**config.mk**
```make
export PLATFORM = sky130hd
export DESIGN_NAME = serial_tagged_shifter
export DESIGN_NICKNAME = d
export VERILOG_FILES = /design/src/rtl/sts_pkg.sv /design/src/rtl/sts_edge_sync.sv /design/src/rtl/sts_int_clkgen.sv /design/src/rtl/sts_shift_core.sv /design/src/rtl/serial_tagged_shifter.sv
export SDC_FILE = /design/constraint.sdc
export NUM_CORES = 1
export LEC_CHECK = 0
export CAP_MARGIN = 20
export CORE_ASPECT_RATIO = 0.8
export CORE_MARGIN = 3
export CORE_UTILIZATION = 54
export CTS_BUF_LIST = sky130_fd_sc_hd__clkbuf_8
export DETAILED_ROUTE_END_ITERATION = 10
export GPL_TIMING_DRIVEN = 1
export PLACE_DENSITY = 0.82
export SLEW_MARGIN = 20
export SYNTH_ARGS = -nofsm -noshare
export SYNTH_HDL_FRONTEND = slang
export SYNTH_SLANG_ARGS = --single-unit
```
**constraint.sdc**
```tcl
create_clock -name clk -period 2.6 [get_ports clk]
set_clock_uncertainty 0.2 [all_clocks]
set_input_delay 0.39 -clock clk [delete_from_list [all_inputs] [get_ports clk]]
set_output_delay 0.39 -clock clk [all_outputs]
set_load 0.1 [all_outputs]
```
**src/rtl/sts_pkg.sv**
```systemverilog
package sts_pkg;

  localparam int unsigned WORD_W = 12;

  // Progress of an external-clock frame since the last result load.
  typedef enum logic [1:0] {
    FR_IDLE = 2'd0,   // no enabled edge yet
    FR_SYNC = 2'd1,   // first edge seen, marker active
    FR_DATA = 2'd2    // data (then TAG) streaming
  } frame_e;

  function automatic frame_e frame_next(input frame_e f);
    return (f == FR_IDLE) ? FR_SYNC : FR_DATA;
  endfunction

  // Bit index of the result carried by internal pulse k (1-based).
  function automatic int unsigned pulse_bit(input int unsigned k, input int unsigned n);
    return n - k;
  endfunction

endpackage

```
**src/rtl/sts_edge_sync.sv**
```systemverilog
module sts_edge_sync #(
  parameter int STAGES = 2
) (
  input  logic clk,
  input  logic rst_n,
  input  logic async_i,
  output logic level_o,
  output logic rise_o
);

  logic [STAGES-1:0] chain_q;
  logic              prev_q;

  always_ff @(posedge clk or negedge rst_n) begin
    if (!rst_n) begin
      chain_q <= '0;
      prev_q  <= 1'b0;
    end else begin
      chain_q <= {chain_q[STAGES-2:0], async_i};
      prev_q  <= chain_q[STAGES-1];
    end
  end

  assign level_o = chain_q[STAGES-1];
  assign rise_o  = chain_q[STAGES-1] & ~prev_q;

endmodule

```
**src/rtl/sts_int_clkgen.sv**
```systemverilog
module sts_int_clkgen #(
  parameter int HALF_DIV = 4,
  parameter int NBITS    = 12
) (
  input  logic clk,
  input  logic rst_n,
  input  logic start_i,
  output logic dclk_o,
  output logic ev_bit_o,   // present next bit (start of a low phase)
  output logic ev_tag_o,   // first pulse rises: sample TAG
  output logic ev_done_o   // last pulse falls
);

  localparam int PW = (HALF_DIV > 1) ? $clog2(HALF_DIV) : 1;
  localparam int KW = $clog2(NBITS + 1);

  logic          run_q;
  logic          hi_q;
  logic [PW-1:0] pcnt_q;
  logic [KW-1:0] k_q;
  logic          launch;
  logic          phase_end;

  assign launch    = start_i && !run_q;
  assign phase_end = run_q && (pcnt_q == PW'(HALF_DIV - 1));

  assign ev_bit_o  = launch || (phase_end && hi_q && (k_q != KW'(NBITS)));
  assign ev_tag_o  = phase_end && !hi_q && (k_q == KW'(1));
  assign ev_done_o = phase_end && hi_q && (k_q == KW'(NBITS));
  assign dclk_o    = hi_q;

  always_ff @(posedge clk or negedge rst_n) begin
    if (!rst_n) begin
      run_q  <= 1'b0;
      hi_q   <= 1'b0;
      pcnt_q <= '0;
      k_q    <= '0;
    end else if (launch) begin
      run_q  <= 1'b1;
      hi_q   <= 1'b0;
      pcnt_q <= '0;
      k_q    <= KW'(1);
    end else if (run_q) begin
      if (phase_end) begin
        pcnt_q <= '0;
        if (!hi_q) begin
          hi_q <= 1'b1;
        end else begin
          hi_q <= 1'b0;
          if (k_q == KW'(NBITS)) run_q <= 1'b0;
          else                   k_q   <= k_q + KW'(1);
        end
      end else begin
        pcnt_q <= pcnt_q + PW'(1);
      end
    end
  end

  // Rising edges seen in the current burst, kept for the budget check.
  logic [KW-1:0] seen_q;
  always_ff @(posedge clk or negedge rst_n) begin
    if (!rst_n)                      seen_q <= '0;
    else if (launch)                 seen_q <= '0;
    else if (phase_end && !hi_q)     seen_q <= seen_q + KW'(1);
  end

  p_pulse_budget_r5: assert property (@(posedge clk) disable iff (!rst_n)
    (phase_end && !hi_q) |-> (seen_q < KW'(NBITS)));

  p_burst_ends_low_r5: assert property (@(posedge clk) disable iff (!rst_n)
    (ev_done_o && !start_i) |=> (!dclk_o && !run_q));

endmodule

```
**src/rtl/sts_shift_core.sv**
```systemverilog
module sts_shift_core
  import sts_pkg::*;
#(
  parameter int W = 12
) (
  input  logic         clk,
  input  logic         rst_n,
  input  logic         ext_mode_i,
  input  logic         rd_en_i,
  input  logic         ext_rise_i,
  input  logic         ext_level_i,
  input  logic         tag_i,
  input  logic         upd_i,
  input  logic [W-1:0] result_i,
  input  logic         ev_bit_i,
  input  logic         ev_tag_i,
  input  logic         ev_done_i,
  output logic         out_bit_o,
  output logic         sync_o,
  output logic         lost_o
);

  frame_e       fr_q;
  logic [W-1:0] sreg_q;
  logic         tag_q;
  logic         out_q;
  logic         ext_step;
  logic         take;

  assign ext_step = ext_mode_i && rd_en_i && ext_rise_i;
  assign lost_o   = upd_i && ext_mode_i && rd_en_i && ext_level_i;
  assign take     = upd_i && !lost_o;

  always_ff @(posedge clk or negedge rst_n) begin
    if (!rst_n) begin
      fr_q   <= FR_IDLE;
      sreg_q <= '0;
      tag_q  <= 1'b0;
      out_q  <= 1'b0;
    end else if (take) begin
      sreg_q <= result_i;
      fr_q   <= FR_IDLE;
      out_q  <= 1'b0;
    end else if (ext_mode_i) begin
      if (ext_step) begin
        tag_q <= tag_i;
        fr_q  <= frame_next(fr_q);
        if (fr_q != FR_IDLE) begin
          out_q  <= sreg_q[W-1];
          sreg_q <= {sreg_q[W-2:0], tag_q};
        end
      end
    end else begin
      if (ev_bit_i) begin
        out_q  <= sreg_q[W-1];
        sreg_q <= {sreg_q[W-2:0], 1'b0};
      end
      if (ev_tag_i)  tag_q <= tag_i;
      if (ev_done_i) out_q <= tag_q;
    end
  end

  assign out_bit_o = out_q;
  assign sync_o    = ext_mode_i && (fr_q == FR_SYNC);

  p_lost_keeps_word_r8: assert property (@(posedge clk) disable iff (!rst_n)
    (lost_o && !ext_step) |=> ($stable(sreg_q) && $stable(fr_q)));

  p_sync_one_period_r2: assert property (@(posedge clk) disable iff (!rst_n)
    (sync_o && ext_step && !upd_i) |=> !sync_o);

  p_msb_to_line_r3: assert property (@(posedge clk) disable iff (!rst_n)
    (ext_step && (fr_q == FR_DATA) && !upd_i) |=> (out_q == $past(sreg_q[W-1])));

  p_tag_after_burst_r7: assert property (@(posedge clk) disable iff (!rst_n)
    (ev_done_i && !ext_mode_i && !upd_i) |=> (out_q == $past(tag_q)));

endmodule

```
**src/rtl/serial_tagged_shifter.sv**
```systemverilog
module serial_tagged_shifter #(
  parameter int W           = sts_pkg::WORD_W,
  parameter int HALF_DIV    = 4,
  parameter int SYNC_STAGES = 2
) (
  input  logic         clk,
  input  logic         rst_n,
  input  logic         ext_mode_i,
  input  logic         cs_n_i,
  input  logic         rd_i,
  input  logic         busy_i,
  input  logic         conv_start_i,
  input  logic         upd_i,
  input  logic [W-1:0] result_i,
  input  logic         tag_i,
  input  logic         ext_dclk_i,
  output logic         sdata_o,
  output logic         sdata_oe_o,
  output logic         sync_o,
  output logic         dclk_o
);

  logic rd_en;
  logic ext_level, ext_rise;
  logic ev_bit, ev_tag, ev_done;
  logic out_bit;
  logic lost;

  assign rd_en = !cs_n_i && rd_i;

  sts_edge_sync #(.STAGES(SYNC_STAGES)) u_sync (
    .clk     (clk),
    .rst_n   (rst_n),
    .async_i (ext_dclk_i),
    .level_o (ext_level),
    .rise_o  (ext_rise)
  );

  sts_int_clkgen #(.HALF_DIV(HALF_DIV), .NBITS(W)) u_clkgen (
    .clk       (clk),
    .rst_n     (rst_n),
    .start_i   (conv_start_i && !ext_mode_i),
    .dclk_o    (dclk_o),
    .ev_bit_o  (ev_bit),
    .ev_tag_o  (ev_tag),
    .ev_done_o (ev_done)
  );

  sts_shift_core #(.W(W)) u_core (
    .clk         (clk),
    .rst_n       (rst_n),
    .ext_mode_i  (ext_mode_i),
    .rd_en_i     (rd_en),
    .ext_rise_i  (ext_rise),
    .ext_level_i (ext_level),
    .tag_i       (tag_i),
    .upd_i       (upd_i),
    .result_i    (result_i),
    .ev_bit_i    (ev_bit),
    .ev_tag_i    (ev_tag),
    .ev_done_i   (ev_done),
    .out_bit_o   (out_bit),
    .sync_o      (sync_o),
    .lost_o      (lost)
  );

  assign sdata_oe_o = ext_mode_i ? rd_en : busy_i;
  assign sdata_o    = sdata_oe_o & out_bit;

  p_no_sync_internal_r2: assert property (@(posedge clk) disable iff (!rst_n)
    !ext_mode_i |-> !sync_o);

  p_lost_only_external_r8: assert property (@(posedge clk) disable iff (!rst_n)
    lost |-> (ext_mode_i && rd_en));

endmodule

```
==> summary.txt <==
Status
  – Status: complete, no violations

Place
  – Port Buffers: 25
  – Placed cells: 186
  – Post-placement setup slack: 0.179 ns
  – HPWL reported at the end of detailed placement: 2030 µm
  – Post-placement cell area: 1800 µm²
  – Final estimated routing congestion in global placement: 0.830

Timing
  – Final Cycle Share: 0.894
  – Number of pins with negative max-slew slack in the final report: 0
  – Unrepaired setup endpoints after global routing: false
  – Total count of hold-check failures in the final report: 0
  – Total negative setup slack: 0 ns
  – Max Freq: 0.430 GHz
  – Final critical-path required period: 2.32 ns
  – Transition time at the pin with the least slew margin: 0.333 ns
  – Final worst slack: 0.277 ns
  – Relative slew slack: 0.778
  – Final setup violation count: 0

Yosys
  – Syn. warnings: 0
  – Gate count after technology mapping: 123
  – Share of synthesized flip-flops with an asynchronous set or reset: 1.00
  – Syn Std Cell Area: 1450 µm²
  – Library cells used by synthesis: 34
  – Area share of the largest cell type after synthesis: 0.467
  – Post-Synth Simple-Gate Area: 0.137
  – EDFF count, synth: 0
  – Mean Syn Cell Area: 11.8 µm²
  – XOR/XNOR share of the synthesized area: 0.0182
  – Net count after synthesis: 149
  – Multiplexer area fraction after synthesis: 0.220
  – Sequential cell area fraction in the yosys report: 0.467
  – Ranking of synthesized cells by instance count: sky130_fd_sc_hd__dfrtp_1 (27), sky130_fd_sc_hd__mux2_2 (14), sky130_fd_sc_hd__nor2_1 (11), sky130_fd_sc_hd__mux2_4 (10), sky130_fd_sc_hd__nand2_1 (9)
  – Synth area leader: sky130_fd_sc_hd__dfrtp_1
  – Cell types with the largest area share after synthesis: sky130_fd_sc_hd__dfrtp_1 (47%), sky130_fd_sc_hd__mux2_2 (11%), sky130_fd_sc_hd__mux2_4 (10%)
  – Library cell with the highest instance count after synthesis: sky130_fd_sc_hd__dfrtp_1
  – Main combinational cell family by area after synthesis: multiplexers
  – Flip-flop and latch count after synthesis: 27
  – Ys flop type: sky130_fd_sc_hd__dfrtp_1
  – Fraction of the mapped netlist area in compound gates: 0.0890
  – Arithmetic-cell share of the synthesized area counting full adders, half adders and majority gates: 0.0346

Clock network
  – Clock tree from TritonCTS: done
  – Clock root cell: sky130_fd_sc_hd__clkbuf_8
  – Worst skew pair latency: 0.27 ns
  – # clock sinks: 27
  – Clock-pin slew reported for the worst setup and hold paths after clock tree synthesis: 0.09 ns
  – PostCTS Resize Cnt: 0
  – Number of H-tree levels: 1
  – TritonCTS buffer count: 3
  – CTS hold repair buffers: 0
  – Maximum clock path buffer count: 2
  – Post-CTS setup repair buffer count: 0

Global routing
  – All-Layer GR Usage: 0.186
  – Number of global-route vias before repair: 981
  – Number of antenna violations at the first check in global routing: 0
  – Pin count of the biggest net entering global routing: 28
  – Total global routing overflow: 0
  – Wire length of the first global-routing pass: 4660 µm

Worst hold path
  – Depth of the worst hold-timing path: 0
  – Hold WC Path Type: flop to flop

Floorplan
  – Row cnt: 16
  – DIE HEIGHT: 52.3 µm
  – Chip width: 63.9 µm
  – IO Count: 26
  – Overall die area: 3340 µm²
  – Core area: 2500 µm²
  – Initial standard-cell utilization of the core: 0.578

Routing
  – Count of unresolved DRC violations after routing: 0
  – Post-detailed-route wirelength per cell: 14.5 µm
  – Total length of routed wires: 2760 µm
  – Number of search-and-repair iterations in the first detailed-routing pass: 4
  – ANT nets after route: 0
  – Detailed-route vias per instance: 5.44
  – Total number of vias: 1,034
  – First DRT Iteration DRCs: 32

Layout
  – Fraction of final layout cells sized beyond drive strength 1: 0.305
  – Final net count: 181
  – Post-layout instance area: 1850 µm²
  – Final cell count without fillers: 190
  – Synth-to-Final Area Change: 27.6%
  – Number of antenna repair diodes: 0

Pwr
  – Total power density per cell area: 747 nW/µm²
  – IR Drop Worst-Case VDD: 433 µV
  – Leakage power summed over all cells: 0.000822 µW

Critical path
  – R2r worst-path depth: 7
  – Required time of the critical path: 2.01 ns
  – Path type of the worst setup path: primary input to output pin
  – Max FO, Critical Path: 4
  – Arrival time of the worst setup path: 1.73 ns
  – Critical path endpoint category: output pin
  – Category of the worst setup path launch point: primary input

Flow run
  – Number of violations of the max-capacitance limit: 0
## worst paths after layout
path,slack (ns),startpoint,end
max in group asynchronous,1.67,rst_n,u_core.sreg_q[5]$_DFFE_PN0P_
worst min register to register,0.17,u_sync.chain_q[0]$_DFF_PN0_,u_sync.chain_q[1]$_DFF_PN0_
worst max register to register,0.54,u_clkgen.k_q[0]$_DFFE_PN0P_,u_core.sreg_q[4]$_DFFE_PN0P_
min in group asynchronous,0.27,rst_n,u_core.sreg_q[10]$_DFFE_PN0P_
worst min-delay path,0.17,u_sync.chain_q[0]$_DFF_PN0_,u_sync.chain_q[1]$_DFF_PN0_
worst max-delay path,0.28,ext_mode_i,sdata_o
## layout make-up
type | count | area, µm²
multi-input combinational | 88 | 729
sequential | 27 | 676
fill | 175 | 656
timing repair buffer | 31 | 335
tap | 36 | 45.0
clock buffer | 3 | 41.3
inverter | 4 | 15.0
clock inverter | 1 | 5.00
## state kept, by name (all words and copies together) (netlist names)
signal and cells:
u_core.tag_q 1, u_core.out_bit_o 1, u_clkgen.pcnt_q 2, u_clkgen.k_q 4, u_clkgen.dclk_o 1, u_core.sreg_q 12, u_sync.prev_q 1, u_core.fr_q 2
u_sync.chain_q 2, u_clkgen.run_q 1
## metal layers
metal | vias up | part of all wire | GRT usage
met5 | - | 0 | 0
met4 | 0 | 0.0098 | 0.0538
met1 | 507 | 0.45 | 0.242
met3 | 5 | 0.049 | 0.0451
li1 | 496 | - | -
met2 | 26 | 0.49 | 0.310
## cell families after synthesis
group,count (synthesis)
multiplexers,25
AND/OR/NAND/NOR,37
flip-flops,27
AO/OA/AOI/OAI,19
XOR/XNOR,3
buffers and inverters,8
adder cells (fa/ha/maj),4
## worst max-delay path, stage by stage
cell	delay [ns]
sky130_fd_sc_hd__clkdlybuf4s50_1	0.48
sky130_fd_sc_hd__inv_1	0.16
sky130_fd_sc_hd__nor2_1	0.07
sky130_fd_sc_hd__a22o_2	0.25
sky130_fd_sc_hd__and2_2	0.21
sky130_fd_sc_hd__buf_12	0.16
## metrics by stage
stage,util,total power [µW],hold slack (ns)
after global routing,0.738,1480,0.187
after CTS,0.738,1390,0.171
after detailed placement,0.720,1150,0.150
final,0.738,1380,0.166
after global placement,0.720,1120,0.134
after floorplan,-,1000,-0.106
## cells in the final DEF, fill, tap and decap left out, types with 6 or more instances in the layout
cell / n
sky130_fd_sc_hd__dfrtp_1: 27
sky130_fd_sc_hd__clkdlybuf4s50_1: 21
sky130_fd_sc_hd__mux2_2: 14
sky130_fd_sc_hd__nor2_1: 11
sky130_fd_sc_hd__mux2_4: 10
sky130_fd_sc_hd__nand2_1: 9
sky130_fd_sc_hd__nand3_1: 7
sky130_fd_sc_hd__o21ai_0: 6
sky130_fd_sc_hd__buf_4: 6
## where the power goes
group | total [µW] | switching (µW) | internal (µW)
logic | 511 | 252 | 258
clock network | 235 | 127 | 107
registers | 635 | 92.7 | 542
total | 1380 | 472 | 908
Note: power is estimated with default switching activity, not from simulation.
